`src/rtl/pfg_pkg.sv`:
```
package pfg_pkg;

    typedef enum logic [3:0] {
        FMT_NR    = 4'd0,
        FMT_RZ    = 4'd1,
        FMT_RO    = 4'd2,
        FMT_RHZ   = 4'd3,
        FMT_RC    = 4'd4,
        FMT_SURR  = 4'd5,
        FMT_F0    = 4'd6,
        FMT_F1    = 4'd7,
        FMT_FOFF  = 4'd8,
        FMT_FPH   = 4'd9,
        FMT_FIPH  = 4'd10
    } fmt_e;

    typedef struct packed {
        logic [3:0] fmt;
        logic       data;
        logic       is_out;
    } per_cfg_t;

    typedef struct packed {
        logic pre;   // count below assert time
        logic post;  // count at or beyond return time
    } phase_t;

    typedef struct packed {
        logic en;
        logic lvl;
    } drv_t;

    // Map format, data bit and phase window onto the driver.
    function automatic drv_t shape(logic [3:0] f, logic d, phase_t p);
        drv_t r;
        logic act;
        act   = !p.pre && !p.post;
        r.en  = 1'b1;
        r.lvl = d;
        case (f)
            FMT_RZ:   if (p.post) r.lvl = 1'b0;
            FMT_RO:   if (p.post) r.lvl = 1'b1;
            FMT_RHZ:  if (p.post) r.en  = 1'b0;
            FMT_RC:   if (p.post) r.lvl = !d;
            FMT_SURR: r.en  = act;
            FMT_F0:   r.lvl = 1'b0;
            FMT_F1:   r.lvl = 1'b1;
            FMT_FOFF: r.en  = 1'b0;
            FMT_FPH:  r.lvl = act;
            FMT_FIPH: r.lvl = !act;
            default:  ;
        endcase
        return r;
    endfunction

endpackage

```
`src/rtl/pfg_cfg_latch.sv`:
```
module pfg_cfg_latch
    import pfg_pkg::*;
#(
    parameter int TW = 6
) (
    input  logic              clk,
    input  logic              rst,
    input  logic              vec_start,
    input  logic [3:0]        fmt_in,
    input  logic              data_in,
    input  logic              out_in,
    input  logic [TW-1:0]     ta_in,
    input  logic [TW-1:0]     tr_in,
    output per_cfg_t          cfg,
    output logic [TW-1:0]     ta_q,
    output logic [TW-1:0]     tr_q
);

    always_ff @(posedge clk) begin
        if (rst) begin
            cfg  <= '{fmt: FMT_NR, data: 1'b0, is_out: 1'b0};
            ta_q <= '0;
            tr_q <= '0;
        end else if (vec_start) begin
            cfg  <= '{fmt: fmt_in, data: data_in, is_out: out_in};
            ta_q <= ta_in;
            tr_q <= tr_in;
        end
    end

    assert_cfg_hold_R12: assert property (@(posedge clk) disable iff (rst)
        !vec_start |=> ($stable(cfg) && $stable(ta_q) && $stable(tr_q)));

endmodule

```
`src/rtl/pfg_phase_ctr.sv`:
```
module pfg_phase_ctr
    import pfg_pkg::*;
#(
    parameter int TW = 6
) (
    input  logic          clk,
    input  logic          rst,
    input  logic          vec_start,
    input  logic [TW-1:0] ta,
    input  logic [TW-1:0] tr,
    output phase_t        ph
);

    localparam logic [TW-1:0] CNT_MAX = {TW{1'b1}};

    logic [TW-1:0] cnt;

    always_ff @(posedge clk) begin
        if (rst)                 cnt <= '0;
        else if (vec_start)      cnt <= '0;
        else if (cnt != CNT_MAX) cnt <= cnt + 1'b1;
    end

    always_comb begin
        ph.pre  = (cnt < ta);
        ph.post = (cnt >= tr);
    end

    assert_cnt_restart_R11: assert property (@(posedge clk) disable iff (rst)
        vec_start |=> (cnt == '0));

    assert_cnt_saturate_R11: assert property (@(posedge clk) disable iff (rst)
        (!vec_start && cnt == CNT_MAX) |=> (cnt == CNT_MAX));

endmodule

```
`src/rtl/pfg_fault.sv`:
```
module pfg_fault (
    input  logic clk,
    input  logic rst,
    input  logic oc_event,
    input  logic clr,
    output logic fault
);

    always_ff @(posedge clk) begin
        if (rst)           fault <= 1'b0;
        else if (oc_event) fault <= 1'b1;
        else if (clr)      fault <= 1'b0;
    end

    assert_fault_set_R9: assert property (@(posedge clk) disable iff (rst)
        oc_event |=> fault);

    assert_fault_hold_R9: assert property (@(posedge clk) disable iff (rst)
        (fault && !clr) |=> fault);

    assert_fault_clear_R9: assert property (@(posedge clk) disable iff (rst)
        (clr && !oc_event) |=> !fault);

endmodule

```
`src/rtl/pfg_pin_formatter.sv`:
```
module pfg_pin_formatter
    import pfg_pkg::*;
#(
    parameter int TW = 6
) (
    input  logic          clk,
    input  logic          rst,
    input  logic          vec_start,
    input  logic          vec_data,
    input  logic          vec_is_out,
    input  logic [3:0]    fmt_sel,
    input  logic [TW-1:0] t_assert,
    input  logic [TW-1:0] t_return,
    input  logic          oc_event,
    input  logic          fault_clr,
    output logic          drv_level,
    output logic          drv_en,
    output logic          fault
);

    per_cfg_t      cfg;
    logic [TW-1:0] ta_q;
    logic [TW-1:0] tr_q;
    phase_t        ph;
    drv_t          sh;

    pfg_cfg_latch #(.TW(TW)) u_cfg (
        .clk(clk), .rst(rst), .vec_start(vec_start),
        .fmt_in(fmt_sel), .data_in(vec_data), .out_in(vec_is_out),
        .ta_in(t_assert), .tr_in(t_return),
        .cfg(cfg), .ta_q(ta_q), .tr_q(tr_q)
    );

    pfg_phase_ctr #(.TW(TW)) u_ctr (
        .clk(clk), .rst(rst), .vec_start(vec_start),
        .ta(ta_q), .tr(tr_q), .ph(ph)
    );

    pfg_fault u_flt (
        .clk(clk), .rst(rst), .oc_event(oc_event), .clr(fault_clr),
        .fault(fault)
    );

    always_comb begin
        sh        = shape(cfg.fmt, cfg.data, ph);
        drv_en    = sh.en && cfg.is_out && !fault;
        drv_level = drv_en && sh.lvl;
    end

    assert_input_vec_hiz_R8: assert property (@(posedge clk) disable iff (rst)
        (vec_start && !vec_is_out) |=> !drv_en);

    assert_event_hiz_R10: assert property (@(posedge clk) disable iff (rst)
        oc_event |=> !drv_en);

    assert_off_level_low_R13: assert property (@(posedge clk) disable iff (rst)
        (vec_start && fmt_sel == FMT_FOFF) |=> (!drv_en && !drv_level));

endmodule

```
`config.mk`:
```
export PLATFORM = sky130hd
export DESIGN_NAME = pfg_pin_formatter
export DESIGN_NICKNAME = d
export VERILOG_FILES = /design/src/rtl/pfg_pkg.sv /design/src/rtl/pfg_cfg_latch.sv /design/src/rtl/pfg_phase_ctr.sv /design/src/rtl/pfg_fault.sv /design/src/rtl/pfg_pin_formatter.sv
export SDC_FILE = /design/constraint.sdc
export NUM_CORES = 1
export LEC_CHECK = 0
export BUFFER_PORTS_ARGS = -buffer_cell sky130_fd_sc_hd__buf_2
export CAP_MARGIN = 20
export CORE_ASPECT_RATIO = 0.5
export CORE_MARGIN = 2
export CORE_UTILIZATION = 50
export DETAILED_ROUTE_END_ITERATION = 10
export PLACE_DENSITY = 0.75
export SETUP_SLACK_MARGIN = 0.5
export SLEW_MARGIN = 20
export SYNTH_ARGS = -nofsm -noshare
export SYNTH_HDL_FRONTEND = slang
export SYNTH_SLANG_ARGS = --single-unit
```
`constraint.sdc`:
```
create_clock -name clk -period 4.8 [get_ports clk]
set_input_delay 0.48 -clock clk [delete_from_list [all_inputs] [get_ports clk]]
set_output_delay 0.48 -clock clk [all_outputs]
set_load 0.1 [all_outputs]
```
==> results by group <==
Synthesis
  – EDFF count, synth: 0
  – Post-synthesis xor/xnor area fraction: 0.0187
  – Synth area leaders: dfxtp_1 36%, mux2i_1 13%, ha_1 12%
  – Mux share of post-synthesis cell area: 0.128
  – Leading register cell type out of synthesis: dfxtp_1
  – Post-synthesis async set-or-reset flop share: 0
  – Post-Syn Instances: 162
  – Synth Area in Adders: 0.125
  – Seq cells post-synth: 25
  – Register area share after synthesis: 0.356
  – Ys Warns: 0
  – Most common library cells after synthesis: 27 x nor2_1, 25 x dfxtp_1, 18 x mux2i_1, 16 x inv_1, 14 x ha_1
  – Synth cell types: 36
  – Main combinational cell family by area after synthesis: simple AND/OR/NAND/NOR gates
  – Post-synth top area share: 0.356
  – Compound-Gate Fraction of Synth Area: 0.135
  – Dominant cell type by area after synthesis: dfxtp_1
  – Top-count cell post-synth: nor2_1
  – Netlist Area Pre-Place: 1410 um2
  – Synthesized Nets: 199
  – Simple-Gate Fraction of Synth Area: 0.167
  – Mean Syn Cell Area: 8.67 um2

Routing
  – Post-route ant nets: 0
  – Routed wl met3: 96 um
  – DR pass1 iterations: 4
  – 1st-iter DRT viols: 26
  – Highest routing layer actually used: met4
  – Vias: 1,165
  – WL final: 2660 um
  – Met1 WL: 1370 um
  – WL/cell: 12.0 um
  – Vias per cell: 5.27
  – Length of routed met2 wiring: 1170 um
  – DRC violations left: 0

Worst setup path
  – CP required: 4320 ps
  – Worst setup EP type: output port
  – Arrival time worst endpoint: 3070 ps
  – Critical path fanouts, max: 6
  – Crit-path cells: ha_1 -> a21oi_1 -> o21ai_0 -> a21o_2 -> inv_1 -> ha_1 -> o21ai_0 -> a211oi_1 -> a221oi_2 -> or3b_1 -> a21oi_1 -> buf_2
  – Worst Path Class, Setup: reg -> out
  – Max stage delay on crit path: 440 ps
  – Slowest cell on crit path: buf_2
  – R2r setup slk: 3480 ps
  – Worst Setup Start Kind: flip-flop

STA
  – Final worst path period share: 0.740
  – Slew @ Worst Pin: 562 ps
  – Clock tree skew after final layout: 0.925 ps
  – Final Hold Fails: 0
  – F_max: 0.281 GHz
  – Final min period: 3550 ps
  – Fin. max-slew vios: 0
  – RSZ-0062 raised after global routing: false
  – Setup Viol. Count Final: 0
  – Fin Setup TNS: 0 ps
  – Slew headroom: 0.626

Die
  – Row Count: 13
  – Io pins: 26
  – Die W: 79.0 um
  – Chip height: 41.5 um
  – Die Area: 3280 um2
  – Placeable Area: 2640 um2
  – Initial Util: 0.533

GRT
  – Total track usage: 0.172
  – GR Overflow Total: 0
  – Number of global-route vias before repair: 1,077
  – Initial antenna violation count: 0
  – Largest net degree at the start of global routing: 21
  – First-pass GRT wire length: 4540 um

Finish
  – Fin nets: 222
  – Filler cells: 267
  – FF/Latch Area: 500 um2
  – Share of cells above drive strength 1: 0.185
  – # diodes: 0
  – Post-Route Utilization: 0.601
  – Area of the multi-input gates: 806 um2
  – Area Growth Syn to Fin: 12.7%

Pwr
  – Comb power frac: 0.182
  – Sequential power share: 0.528
  – Sw Pwr: 0.000120 W
  – Maximum vdd drop: 0.163 mV
  – Clock Power Share: 0.289
  – Power Dens Cells: 271 nW/um2
  – Pleak: 0.736 nW
  – Sw Ratio: 0.279
  – Cell Int Power: 0.000310 W

Clocking
  – CTS clk-pin slew, worst paths: 90 ps
  – CTS max path bufs: 2
  – Clock Latency Late Sink: 270 ps
  – H-tree levels: 1
  – Post-cts resize count: 0
  – CTS tree: done
  – CTS Hold Bufs: 0
  – # Post-CTS Setup Buffers: 0
  – Num Clock Sinks: 25
  – Clock tree root buffer cell: clkbuf_8
  – CTS Buf Count: 3

Outcome
  – Status: complete, no violations

Hold path
  – Hold Path Class: in -> reg

Placement
  – Port bufs: 25
  – Final HPWL DP: 2050 um
  – GPL Wtd Cong: 0.871

Job
  – Max Cap Violations: 0
-- cells by family (layout without fill, tap and decap cells) --
group           Yosys count  in the layout
compound gates           28             28
xor+xnor                  3              3
fa+ha+maj                14             14
buf+inv                  23             45
flops                    25             25
mux                      18             18
simple gates             51             51
-- critical path, delay by kind of cell (launching register included) --
kind            cells  cell delay, ps
buf+inv             2             500
compound gates      7            1060
flops               1             380
fa+ha+maj           2             490
simple gates        1             370
-- cell usage in the layout, fill, tap and decap left out, types with 3 or more instances in the layout --
cell type,n
inv_1,16
clkbuf_8,3
nor3_1,3
ha_1,14
dfxtp_1,25
a21oi_1,9
o21ai_0,5
mux2i_1,18
buf_2,25
nand2_1,8
nand3_1,3
nor2_1,27
-- power groups by stage --
stage / combinational [W] / sequential, W / clock (W)
floorplan: 0.0000587 / 0.000232 / 0
global placement: 0.0000761 / 0.000231 / 0
detailed placement: 0.0000783 / 0.000232 / 0
CTS: 0.0000789 / 0.000227 / 0.000129
global route: 0.0000885 / 0.000229 / 0.000136
finish: 0.0000784 / 0.000227 / 0.000124
-- state kept, by name, indices dropped and copies added (netlist names) --
register and cells:
u_cfg.cfg 6, u_cfg.ta_q 6, u_cfg.tr_q 6, u_ctr.cnt 6, u_flt.fault 1
-- final timing paths --
check                                           startpoint                    endpoint  depth (start not counted)
worst max-delay path             u_ctr.cnt[3]$_SDFFE_PP0P_                   drv_level                         12
worst min-delay path                              oc_event    u_flt.fault$_SDFFE_PP0P_                          3
worst max register to register   u_ctr.cnt[1]$_SDFFE_PP0P_   u_ctr.cnt[0]$_SDFFE_PP0P_                          5
worst min register to register  u_cfg.ta_q[5]$_SDFFE_PP0P_  u_cfg.ta_q[5]$_SDFFE_PP0P_                          2
-- layout make-up --
class	count	area share
Tap cell	37	0.0292
Sequential cell	25	0.316
Multi-Input combinational cell	114	0.509
Clock buffer	3	0.0261
Inverter	16	0.0379
Timing Repair Buffer	25	0.0790
Clock inverter	1	0.00316
-- layer usage --
layer / up-vias / global-route usage
met3: 2 / 0.0457
met2: 26 / 0.278
li1: 597 / -
met1: 540 / 0.229
met4: 0 / 0.0448
met5: - / 0
-- through the flow --
| stage | total power, W | cell area [um2] | cells | hold slack [ps] | worst slack (ps) |
|---|---|---|---|---|---|
| CTS | 0.000435 | 1580 | 221 | 423 | 1230 |
| global route | 0.000454 | 1580 | 221 | 427 | 1070 |
| global placement | 0.000308 | 1540 | 217 | 466 | 1580 |
| floorplan | 0.000291 | 1410 | 162 | 452 | 833 |
| finish | 0.000429 | 1580 | 221 | 421 | 1250 |
| detailed placement | 0.000310 | 1540 | 217 | 485 | 1560 |
Note: power is estimated with default switching activity, not from simulation.
